### src/rtl/cascade_pkg.sv
package cascade_pkg;
  function automatic int cnt_width(input int n);
    return (n > 1) ? $clog2(n) : 1;
  endfunction
endpackage

### src/rtl/slot_divider.sv
module slot_divider #(
  parameter int NUM_LAYERS = 4,
  parameter int SLOT_W     = cascade_pkg::cnt_width(NUM_LAYERS)
) (
  input  logic                  clk_i,
  input  logic                  rst_ni,
  output logic [SLOT_W-1:0]     slot_o,
  output logic [NUM_LAYERS-1:0] en_o
);
  localparam logic [SLOT_W-1:0] LAST = SLOT_W'(NUM_LAYERS - 1);

  logic [SLOT_W-1:0] slot_q;

  always_ff @(posedge clk_i or negedge rst_ni) begin
    if (!rst_ni)             slot_q <= '0;
    else if (slot_q == LAST) slot_q <= '0;
    else                     slot_q <= slot_q + 1'b1;
  end

  // cell k is active for the first NUM_LAYERS-k slots of each period
  for (genvar k = 0; k < NUM_LAYERS; k++) begin : g_en
    assign en_o[k] = {1'b0, slot_q} < (SLOT_W+1)'(NUM_LAYERS - k);
  end

  assign slot_o = slot_q;
endmodule

### src/rtl/cascade_cell.sv
module cascade_cell #(
  parameter int NUM_LAYERS = 4,
  parameter int WORD_W     = 16,
  parameter int POS        = 0,
  parameter int SLOT_W     = cascade_pkg::cnt_width(NUM_LAYERS)
) (
  input  logic              clk_i,
  input  logic              rst_ni,
  input  logic              en_i,
  input  logic [WORD_W-1:0] own_data_i,
  input  logic              own_vld_i,
  input  logic [WORD_W-1:0] up_data_i,
  input  logic              up_vld_i,
  output logic [WORD_W-1:0] dn_data_o,
  output logic              dn_vld_o,
  output logic [SLOT_W-1:0] cnt_o
);
  localparam int                SPAN = NUM_LAYERS - POS;
  localparam logic [SLOT_W-1:0] WRAP = SLOT_W'(SPAN - 1);

  logic [SLOT_W-1:0] cnt_q;
  logic [WORD_W-1:0] data_q;
  logic              vld_q;
  logic              sel_own;

  assign sel_own = (cnt_q == '0);

  always_ff @(posedge clk_i or negedge rst_ni) begin
    if (!rst_ni) begin
      cnt_q  <= '0;
      data_q <= '0;
      vld_q  <= 1'b0;
    end else if (en_i) begin
      cnt_q  <= (cnt_q == WRAP) ? '0 : cnt_q + 1'b1;
      data_q <= sel_own ? own_data_i : up_data_i;
      vld_q  <= sel_own ? own_vld_i  : up_vld_i;
    end
  end

  assign dn_data_o = data_q;
  assign dn_vld_o  = vld_q;
  assign cnt_o     = cnt_q;
endmodule

### src/rtl/layer_cascade_link.sv
module layer_cascade_link #(
  parameter int NUM_LAYERS = 4,
  parameter int WORD_W     = 16
) (
  input  logic                         clk_i,
  input  logic                         rst_ni,
  input  logic [NUM_LAYERS*WORD_W-1:0] lay_data_i,
  input  logic [NUM_LAYERS-1:0]        lay_valid_i,
  output logic                         period_start_o,
  output logic [WORD_W-1:0]            agg_data_o,
  output logic                         agg_valid_o
);
  localparam int SLOT_W = cascade_pkg::cnt_width(NUM_LAYERS);

  logic [SLOT_W-1:0]            slot_q;
  logic [NUM_LAYERS-1:0]        cell_en;
  logic [NUM_LAYERS*SLOT_W-1:0] cell_cnt;
  logic [WORD_W-1:0]            link_data [NUM_LAYERS+1];
  logic                         link_vld  [NUM_LAYERS+1];

  slot_divider #(.NUM_LAYERS(NUM_LAYERS), .SLOT_W(SLOT_W)) u_div (
    .clk_i  (clk_i),
    .rst_ni (rst_ni),
    .slot_o (slot_q),
    .en_o   (cell_en)
  );

  // nothing arrives from above the top layer
  assign link_data[NUM_LAYERS] = '0;
  assign link_vld[NUM_LAYERS]  = 1'b0;

  for (genvar k = 0; k < NUM_LAYERS; k++) begin : g_cell
    cascade_cell #(
      .NUM_LAYERS(NUM_LAYERS), .WORD_W(WORD_W), .POS(k), .SLOT_W(SLOT_W)
    ) u_cell (
      .clk_i      (clk_i),
      .rst_ni     (rst_ni),
      .en_i       (cell_en[k]),
      .own_data_i (lay_data_i[k*WORD_W +: WORD_W]),
      .own_vld_i  (lay_valid_i[k]),
      .up_data_i  (link_data[k+1]),
      .up_vld_i   (link_vld[k+1]),
      .dn_data_o  (link_data[k]),
      .dn_vld_o   (link_vld[k]),
      .cnt_o      (cell_cnt[k*SLOT_W +: SLOT_W])
    );
  end

  assign period_start_o = (slot_q == '0);
  assign agg_data_o     = link_data[0];
  assign agg_valid_o    = link_vld[0];
endmodule

### config.mk
export PLATFORM = sky130hd
export DESIGN_NAME = layer_cascade_link
export DESIGN_NICKNAME = d
export VERILOG_FILES = /design/src/rtl/cascade_pkg.sv /design/src/rtl/slot_divider.sv /design/src/rtl/cascade_cell.sv /design/src/rtl/layer_cascade_link.sv
export SDC_FILE = /design/constraint.sdc
export NUM_CORES = 1
export LEC_CHECK = 0
export BUFFER_PORTS_ARGS = -buffer_cell sky130_fd_sc_hd__buf_2
export CAP_MARGIN = 0
export CORE_MARGIN = 2
export CORE_UTILIZATION = 35
export DETAILED_ROUTE_END_ITERATION = 10
export HOLD_SLACK_MARGIN = 0.06
export SETUP_SLACK_MARGIN = 0.1
export SLEW_MARGIN = 0
export SYNTH_ARGS = -nofsm -noshare
export SYNTH_HDL_FRONTEND = slang
export SYNTH_SLANG_ARGS = --single-unit
### constraint.sdc
create_clock -name clk_i -period 1.8 [get_ports clk_i]
set_input_delay 0.36 -clock clk_i [delete_from_list [all_inputs] [get_ports clk_i]]
set_output_delay 0.36 -clock clk_i [all_outputs]
set_load 0.02 [all_outputs]
==> impl_metrics.json, run 1 <==
{
  "status": "finished clean",
  "clkLatencyLatePin_ps": 350,
  "dp_slack_ps": 216,
  "total_power_mw": 3.55,
  "vias_per_cell": 4.89,
  "yosysTopAreaCell": "dfrtp_1",
  "vias": 2649,
  "dp_hpwl_um": 5290,
  "routed.top_layer": "met4",
  "min_path_type": "input port to flip-flop",
  "io_buffers": 87,
  "cp-start-kind": "flip-flop",
  "synth_ff_type": "dfrtp_1",
  "cp_max_fo": 4,
  "endpoint_kind": "primary output",
  "fin_skew_ps": 14.1,
  "drive_above_1_share": 0.337,
  "core-area_um2": 9770,
  "holdPathStages": 2,
  "max_slew_margin": 0.592,
  "grt_first_pass_wirelength_um": 13200,
  "clk_path_buf_depth": 2,
  "tightest_slew_ps": 612,
  "cts.sink_count": 78,
  "hold_end": "g_cell[0].u_cell.dn_data_o[11]",
  "routed-wl-met3_um": 448,
  "ys_top_cells_by_area": "dfrtp_1 55%, or4b_1 9.6%, o311ai_1 8.4%, mux2_2 5.7%, inv_1 4.3%",
  "cap_violations": 0,
  "ys_ff_latch": 78,
  "hold_violations": 0,
  "areaGrowthSynthToFinish_pct": 26.5,
  "crit_type": "flip-flop to primary output",
  "drt_iter0_drc": 86,
  "postLayoutSetupSlackWorst_ps": 158,
  "synth_nets": 396,
  "fp-row-count": 36,
  "netlist.area_leader.share": 0.553,
  "yosysMostFrequentCell": "dfrtp_1",
  "grt_start_max_net_pins": 55,
  "die_h_um": 104,
  "clkTransAtPathRegs_ps": 80,
  "gp_congestion": 0.705,
  "synthTopCellsByCount": "78 x dfrtp_1, 40 x inv_1, 37 x nand2_1",
  "fmax_ghz": 0.609,
  "async_flop_share": 1.00,
  "antenna_found_initial": 0,
  "routedWlPerCell_um": 14.7,
  "ys_seq_area_frac": 0.553,
  "finalSetupViolations": 0,
  "wl_met1_um": 3790,
  "p_leak_nw": 1.99,
  "r2r_start": "u_div.slot_o[1]",
  "ant_nets": 0,
  "antennaDiodeCount": 0,
  "fin_setup_tns_ps": 0,
  "grt.total_usage": 0.152,
  "cts_buffers": 9,
  "rsz0062_at_grt": "false",
  "cts_tree": "built",
  "postLayoutCellArea_um2": 4470,
  "cp.arrival_ps": 1280,
  "yosysWarnings": 0,
  "hold_ws_ps": 236,
  "grt_pass1_vias": 2603,
  "cts_root_buf": "clkbuf_8",
  "period_share": 0.912,
  "rr_endpoint": "g_cell[1].u_cell.dn_data_o[0]",
  "drv_slew": 0,
  "nNetsFinal": 481,
  "syn-mean-instance-area_um2": 11.1,
  "p_per_area_nw_per_um2": 795,
  "worstRegToRegCells": 5,
  "finalCriticalPeriod_ps": 1640,
  "cp_data_required_time_ps": 1440,
  "syn-cell-area_um2": 3530,
  "place_area_um2": 4090,
  "grt_remaining_overflow": 0,
  "htreeDepth": 3,
  "die_w_um": 104,
  "ioPinCount": 88,
  "wl_met2_um": 3580,
  "routed_wl_um": 7980,
  "yosysUniqueCellTypes": 20,
  "crit_start": "u_div.slot_o[1]",
  "r2r_slack_ps": 180,
  "worstHoldStart": "lay_data_i[11]",
  "netlist_instances": 319,
  "start_util": 0.361,
  "drcViolationCount": 0,
  "synth_edf_count": 0,
  "vdd_ir_drop_max_mv": 0.347,
  "fp.dieArea_um2": 10900,
  "drtPass1Iterations": 4
}
## routing by layer
metal,vias up,GRT usage
met2,87,0.221
met5,-,0
met3,13,0.0294
met1,1239,0.218
met4,0,0.0685
li1,1310,-
## timing repair
action,CTS,global route
resized for setup,3,6
hold buffers,1,0
cloned,2,1
setup buffers,1,3
hold endpoints to repair,19,0
endpoints found under the setup margin,1,19
## logic make-up after synthesis
logic type | Yosys count | synth area share
compound gates | 55 | 0.115
buf+inv | 67 | 0.0790
xor+xnor | 1 | 0.00248
simple gates | 93 | 0.169
flops | 78 | 0.553
fa+ha+maj | 7 | 0.0248
mux | 18 | 0.0574
## critical path, stage by stage (launching register included)
cell and delay [ps]:
dfrtp_2 440, buf_12 140, inv_2 60, ha_2 190, buf_6 120
## worst max-delay path by stage
| stage | endpoint | slack (ps) | cells after the start |
|---|---|---|---|
| after CTS | g_cell[1].u_cell.dn_data_o[0] | 80 | 5 |
| after detailed placement | g_cell[2].u_cell.dn_data_o[13] | 220 | 2 |
| after floorplan | g_cell[3].u_cell.dn_data_o[10] | 120 | 8 |
| after global placement | g_cell[2].u_cell.dn_data_o[14] | 260 | 2 |
| final | period_start_o | 160 | 4 |
| after global routing | period_start_o | 110 | 4 |
## flip-flops by register name, summed over array words and instances (netlist names)
register,flops
g_cell.u_cell.cnt_o,8
g_cell.u_cell.dn_data_o,64
u_div.slot_o,2
g_cell.u_cell.dn_vld_o,4
## stage by stage
step | instances | utilization
2_1_floorplan | 319 | -
3_3_place_gp | 518 | 0.418
3_5_place_dp | 518 | 0.418
4_1_cts | 538 | 0.449
5_1_grt | 542 | 0.457
6_report | 542 | 0.457
## power breakdown
group	internal (mW)	switching [mW]	total, mW
logic	0.125	0.126	0.251
registers	1.83	0.0307	1.86
clock network	0.816	0.624	1.44
## cells in the final DEF (no fill, tap or decap)
cell type	instances
nand2_1	37
buf_2	85
dlygate4sd3_1	1
xnor2_1	1
o21ai_0	20
clkinv_2	2
buf_6	2
a21boi_1	1
clkbuf_1	2
dfrtp_1	77
nor2_1	2
or4b_1	34
mux2_2	18
inv_2	1
nand3_1	17
ha_4	1
nand2b_1	1
bufbuf_16	2
clkbuf_8	10
nor2_4	2
buf_12	3
buf_4	7
bufinv_16	2
ha_1	5
dfrtp_2	1
o311ai_1	34
ha_2	1
inv_1	39
clkbuf_16	1
## layout make-up
class / instances / area (um2)
fill: 924 / 5310
multi-input combinational: 174 / 1320
clock inverter: 4 / 70.1
sequential: 78 / 1950
tap: 133 / 166
clock buffer: 12 / 145
timing repair buffer: 101 / 661
inverter: 40 / 150
Power figures use the tool's default switching activity.
==> run 2: changes to the inputs <==
- SYNTH_HIERARCHICAL: default -> 1
==> run 2 against run 1 <==
Against the previous run: power increased by 24%; clock power increased by 7%; largest power group unchanged; worst setup slack improved by 140 ps; sequential share of layout area decreased by 1.7 points; final area increased by 4.0%; first-iteration DRC count increased to 3.6 times the previous value; maximum frequency increased by 9.1%; routed wire length decreased by 2.9%; register-to-register slack improved by 110 ps; critical path depth decreased by 2.
==> impl_metrics.json, run 2 <==
{
  "grt_pass1_vias": 2658,
  "io_buffers": 87,
  "cts_tree": "built",
  "start_util": 0.356,
  "drcViolationCount": 0,
  "antennaDiodeCount": 0,
  "dp_hpwl_um": 5700,
  "grt.total_usage": 0.136,
  "finalCriticalPeriod_ps": 1510,
  "hold_violations": 0,
  "synth_top_family_by_area": "simple AND/OR/NAND/NOR gates",
  "ys_seq_area_frac": 0.511,
  "synth-xor-area-share": 0.00229,
  "yosysUniqueCellTypes": 23,
  "yosysTopAreaCell": "dfrtp_1",
  "die_w_um": 109,
  "use_met1": 0.188,
  "syn-mean-instance-area_um2": 10.1,
  "vias_per_cell": 4.65,
  "fp-row-count": 38,
  "status": "finished clean",
  "synth_compound_area_frac": 0.152,
  "post_cts_buffers": 0,
  "cp_max_fo": 36,
  "cp_data_required_time_ps": 2060,
  "netlist.area_leader.share": 0.511,
  "ys_top_cells_by_area": "dfrtp_1 51%, mux2i_1 9.2%, nor2_1 7.0%, or3b_1 6.6%, a31oi_1 5.6%",
  "synth_adder_area_share": 0.0196,
  "yosys.area_share.simple": 0.154,
  "syn-cell-area_um2": 3820,
  "fin_cells": 617,
  "drv_slew": 0,
  "antenna_found_initial": 0,
  "clkLatencyLatePin_ps": 340,
  "gr-usage-met2": 0.211,
  "drt_iter0_drc": 309,
  "p_per_area_nw_per_um2": 950,
  "async_flop_share": 1.00,
  "die_h_um": 109,
  "cp-start-kind": "flip-flop",
  "largest_register_ff_count": 64,
  "fp.dieArea_um2": 11800,
  "endpoint_kind": "flip-flop",
  "use_met3": 0.0235,
  "nNetsFinal": 548,
  "synth_ff_type": "dfrtp_1",
  "cts.sink_count": 78,
  "layout_common_cells": "86 x buf_2, 78 x dfrtp_1, 71 x nor2_1",
  "fin_skew_ps": 8.03,
  "r2r_slack_ps": 290,
  "areaGrowthSynthToFinish_pct": 21.5,
  "ioPinCount": 88,
  "drtPass1Iterations": 4,
  "critPathMaxStageDelay_ps": 670,
  "grt_first_pass_wirelength_um": 12600,
  "grt_start_max_net_pins": 52,
  "vias": 2867,
  "netlist_instances": 380,
  "clkTransAtPathRegs_ps": 80,
  "cts_root_buf": "clkbuf_8",
  "ant_nets": 0,
  "place_area_um2": 4400,
  "mostFrequentLayoutCell": "buf_2",
  "grt_remaining_overflow": 0,
  "dp.cells": 600,
  "fin_setup_tns_ps": 0,
  "clk_path_buf_depth": 2,
  "crit_slowest_cell": "dfrtp_1",
  "period_share": 0.836,
  "routed_wl_um": 7760,
  "finalSetupViolations": 0,
  "p_leak_nw": 2.20,
  "muxShareOfSynthArea": 0.0946,
  "core-area_um2": 10700,
  "postLayoutCellArea_um2": 4650,
  "cp.arrival_ps": 1770,
  "drive_above_1_share": 0.249,
  "max_slew_margin": 0.475,
  "cts_buffers": 9,
  "grt.busiest_layer": "met2",
  "gp_congestion": 0.720,
  "routedWlPerCell_um": 12.6,
  "vdd_ir_drop_max_mv": 0.417,
  "worstRegToRegCells": 2,
  "path_cells": "or3b_2 > a31oi_1",
  "synthTopCellsByCount": "78 x dfrtp_1, 71 x nor2_1, 35 x mux2i_1",
  "synth_edf_count": 0,
  "holdPathStages": 3,
  "rsz0062_at_grt": "false",
  "tightest_slew_ps": 787,
  "ys_ff_latch": 78,
  "yosysWarnings": 6,
  "hold_ws_ps": 315,
  "crit_type": "flip-flop to flip-flop",
  "cap_violations": 0,
  "htreeDepth": 3,
  "yosysMostFrequentCell": "dfrtp_1",
  "min_path_type": "input port to flip-flop",
  "fmax_ghz": 0.664
}
## run 2: changes by cell type in the layout (fill, tap and decap cells not counted), sizes merged, moves of 3 or more
| cell | change |
|---|---|
| nor2 | +67 |
| mux2i | +35 |
| or3b | +35 |
| a21oi | +34 |
| a31oi | +34 |
| o311ai | -34 |
| or4b | -34 |
| inv | -33 |
| nand2 | -33 |
| conb | +18 |
| o21ai | +18 |
| mux2 | -17 |
| nand3 | -17 |
| clkbuf | -3 |
## run 2: timing repair
action,CTS,global route
hold buffers,1,0
endpoints found under the hold margin,27,0
gates resized for setup,0,0
## run 2: kinds of logic (layout without fill, tap and decap cells)
| family | Yosys count | after routing |
|---|---|---|
| XOR/XNOR | 1 | 1 |
| flip-flops | 78 | 78 |
| AND/OR/NAND/NOR | 110 | 110 |
| AO/OA/AOI/OAI | 107 | 107 |
| adder cells (fa/ha/maj) | 6 | 6 |
| buffers and inverters | 40 | 121 |
| other | 2 | 18 |
| multiplexers | 36 | 36 |
## run 2: where the power goes
part / switching (mW) / internal (mW) / leakage [nW]
logic: 0.462 / 0.395 / 1.18
registers: 0.0923 / 1.93 / 0.907
clock network: 0.621 / 0.919 / 0.112
## run 2: final timing paths
check	startpoint	endpoint
max in group asynchronous	rst_ni	g_cell[3].u_cell/cnt_o[1]
min	lay_data_i[14]	g_cell[0].u_cell/dn_data_o[14]
max reg2reg	g_cell[2].u_cell/cnt_o[0]	g_cell[2].u_cell/dn_data_o[6]
min reg2reg	u_div/slot_o[0]	u_div/slot_o[0]
min in group asynchronous	rst_ni	g_cell[0].u_cell/dn_data_o[6]
max	g_cell[2].u_cell/cnt_o[0]	g_cell[2].u_cell/dn_data_o[6]
## run 2: worst max-delay path, delay by kind of cell, from the launching register on
kind            cells  cell delay, ps
flops               1             670
simple gates        1             580
compound gates      1             170
## run 2: final cells by class
class | count | area, um2
Clock buffer | 10 | 128
Clock inverter | 6 | 110
Fill cell | 1052 | 6100
Inverter | 7 | 26.3
Multi-Input combinational cell | 278 | 1680
Sequential cell | 78 | 1950
Tap cell | 140 | 175
Timing Repair Buffer | 98 | 573
## run 2: per-stage QoR
step / power [mW] / util / setup WS [ps]
6_report: 4.41 / 0.432 / 295
3_3_place_gp: 2.88 / 0.409 / 345
2_1_floorplan: 2.65 / - / 479
4_1_cts: 4.47 / 0.432 / 299
5_1_grt: 4.66 / 0.432 / 192
3_5_place_dp: 2.91 / 0.409 / 327
## run 2: metal layers
metal | vias up | share of wire
met4 | 0 | 0.017
met5 | - | 0
met3 | 11 | 0.049
met1 | 1286 | 0.49
li1 | 1502 | -
met2 | 68 | 0.44
==> run 3: changes to the inputs <==
- ABC_AREA: default -> 1
- clock period: 1.8 -> 1.31 ns (I/O delays scaled with it)
==> run 3 against run 2 <==
Against the previous run: power up 66%; worst setup slack worse by 260 ps; via count up 27%; flip-flop and latch count unchanged; clock-buffer cell count unchanged; final area up 17%; first-iteration DRC count down 30%; largest power group is now the clock network; highest routed layer unchanged.
==> impl_metrics.json, run 3 <==
{
  "ys_ff_latch": 78,
  "p_leak_nw": 3.25,
  "p_per_area_nw_per_um2": 1350,
  "fmax_ghz": 0.781,
  "fin_setup_tns_ps": 0,
  "p_sw_mw": 1.96,
  "antenna_found_initial": 0,
  "cap_violations": 0,
  "ys_top_cells_by_area": "dfrtp_1 45%, nand2_1 24%, inv_1 13%, nand3_1 8.0%, ha_1 1.7%",
  "drtPass1Iterations": 4,
  "dp.cells": 861,
  "pwr-share-seq": 0.388,
  "n_fill_cell": 1259,
  "cp_max_fo": 4,
  "endpoint_kind": "primary output",
  "routed-wl-met3_um": 441,
  "clk_path_buf_depth": 2,
  "routed.top_layer": "met4",
  "vias_per_cell": 4.14,
  "holdPathStages": 5,
  "rsz0062_at_grt": "true",
  "dp_hpwl_um": 6560,
  "start_util": 0.359,
  "vias": 3650,
  "die_h_um": 115,
  "layout_common_cells": "270 x nand2_1, 142 x inv_1, 85 x buf_2",
  "nNetsFinal": 805,
  "ys_seq_area_frac": 0.453,
  "die_w_um": 115,
  "cts_buffers": 9,
  "netlist_instances": 623,
  "grt_pass1_vias": 3504,
  "syn-mean-instance-area_um2": 6.91,
  "routed_wl_um": 8700,
  "fp.dieArea_um2": 13200,
  "switching_share": 0.269,
  "grt_start_max_net_pins": 30,
  "cp_data_required_time_ps": 1050,
  "clkTransAtPathRegs_ps": 60,
  "regArea_um2": 1950,
  "cts_tree": "built",
  "ioPinCount": 88,
  "grt_first_pass_wirelength_um": 15200,
  "cp.arrival_ps": 1020,
  "wl_met2_um": 3900,
  "drcViolationCount": 0,
  "rr_endpoint": "g_cell[3].u_cell/dn_data_o[15]",
  "grt.total_usage": 0.142,
  "cts_root_buf": "clkbuf_16",
  "cts.sink_count": 78,
  "synthTopCellsByCount": "270 x nand2_1, 144 x inv_1, 78 x dfrtp_1",
  "largest_register_ff_count": 64,
  "min_path_type": "input port to flip-flop",
  "mostFrequentLayoutCell": "nand2_1",
  "status": "finished clean",
  "p_int_mw": 5.34,
  "core-area_um2": 12000,
  "yosysWarnings": 6,
  "htreeDepth": 3,
  "netlist.area_leader.share": 0.453,
  "grt_remaining_overflow": 0,
  "vdd_ir_drop_max_mv": 0.653,
  "async_flop_share": 1.00,
  "areaGrowthSynthToFinish_pct": 25.6,
  "yosysMostFrequentCell": "nand2_1",
  "fin_skew_ps": 5.95,
  "crit_type": "flip-flop to primary output",
  "period_share": 0.977,
  "wl_met1_um": 4290,
  "ant_nets": 0,
  "synth_ff_type": "dfrtp_1",
  "antennaDiodeCount": 0,
  "finalSetupViolations": 0,
  "io_buffers": 87,
  "routedWlPerCell_um": 9.87,
  "hold_end": "g_cell[0].u_cell/dn_data_o[5]",
  "clockPowerShare": 0.414,
  "utilization": 0.451,
  "syn-cell-area_um2": 4310,
  "worstRegToRegCells": 5,
  "hold_violations": 0,
  "finalCriticalPeriod_ps": 1280,
  "drt_iter0_drc": 217,
  "clkLatencyLatePin_ps": 330,
  "worstHoldStart": "lay_data_i[5]",
  "yosysUniqueCellTypes": 22,
  "drive_above_1_share": 0.195,
  "combinationalPowerShare": 0.199,
  "cp-start-kind": "flip-flop",
  "yosysTopAreaCell": "dfrtp_1",
  "gp_congestion": 0.740,
  "r2r_slack_ps": 110,
  "fin_cells": 881,
  "fp-row-count": 40,
  "multiInputGateArea_um2": 1670,
  "synth_edf_count": 0,
  "r2r_start": "u_div/slot_o[1]",
  "drv_slew": 0
}
run 3: power groups by stage:
stage	logic (mW)	clock network (mW)	registers, mW
2_1_floorplan	0.742	0	3.07
3_3_place_gp	1.35	0	2.86
3_5_place_dp	1.37	0	2.87
4_1_cts	1.39	3.07	2.83
5_1_grt	1.68	3.18	2.87
6_report	1.45	3.02	2.83
run 3: worst max-delay path by stage:
stage / startpoint / end / cells past startpoint
after floorplan: g_cell[0].u_cell/cnt_o[0] / g_cell[0].u_cell/dn_data_o[0] / 8
after global placement: u_div/slot_o[0] / g_cell[1].u_cell/dn_data_o[4] / 5
after detailed placement: u_div/slot_o[0] / g_cell[1].u_cell/dn_vld_o / 5
after CTS: u_div/slot_o[1] / period_start_o / 2
after global routing: u_div/slot_o[0] / period_start_o / 2
final: u_div/slot_o[0] / period_start_o / 2
run 3: cells by family (layout without fill, tap and decap cells):
logic type / count (synthesis) / count (layout) / synth area share
DFF: 78 / 78 / 0.453
other: 2 / 18 / 0.00174
AOI/OAI and AO/OA: 7 / 7 / 0.00813
xor gates and xnor gates: 1 / 1 / 0.00203
and+or+nand+nor: 353 / 353 / 0.339
buffers and inverters: 176 / 271 / 0.179
adders and majority gates: 6 / 6 / 0.0174
run 3: per-stage QoR:
step	hold slack, ps	area [um2]	total power, mW	worst slack [ps]
2_1_floorplan	-33.6	4370	3.81	146
3_3_place_gp	184	4930	4.22	114
3_5_place_dp	184	4930	4.25	47.1
4_1_cts	222	5330	7.30	0.115
5_1_grt	242	5410	7.73	-24.5
6_report	230	5410	7.31	30.3
run 3: per-layer routing:
metal	global-route usage	up-vias
met4	0.0410	0
met1	0.181	1566
met5	0	-
met3	0.0390	4
met2	0.236	94
li1	-	1986
run 3: what timing repair did:
| item | 4_1_cts | 5_1_grt |
|---|---|---|
| resized for setup | 8 | 8 |
| gates cloned | 0 | 1 |
| setup buffers | 0 | 2 |
| hold buffers | 1 | 0 |
| hold endpoints to repair | 20 | 0 |
| endpoints found under the setup margin | 23 | 64 |
| pin swaps | 0 | 3 |
run 3: worst max-delay path: stages, from the launching register on:
cell and delay (ps):
dfrtp_2 440, nor2_4 130, buf_6 120
run 3: final cells by class:
class,count,area share
Sequential cell,78,0.361
Multi-Input combinational cell,385,0.309
Timing Repair Buffer,102,0.120
Inverter,153,0.108
Clock buffer,10,0.0442
Tap cell,147,0.0340
Clock inverter,6,0.0245
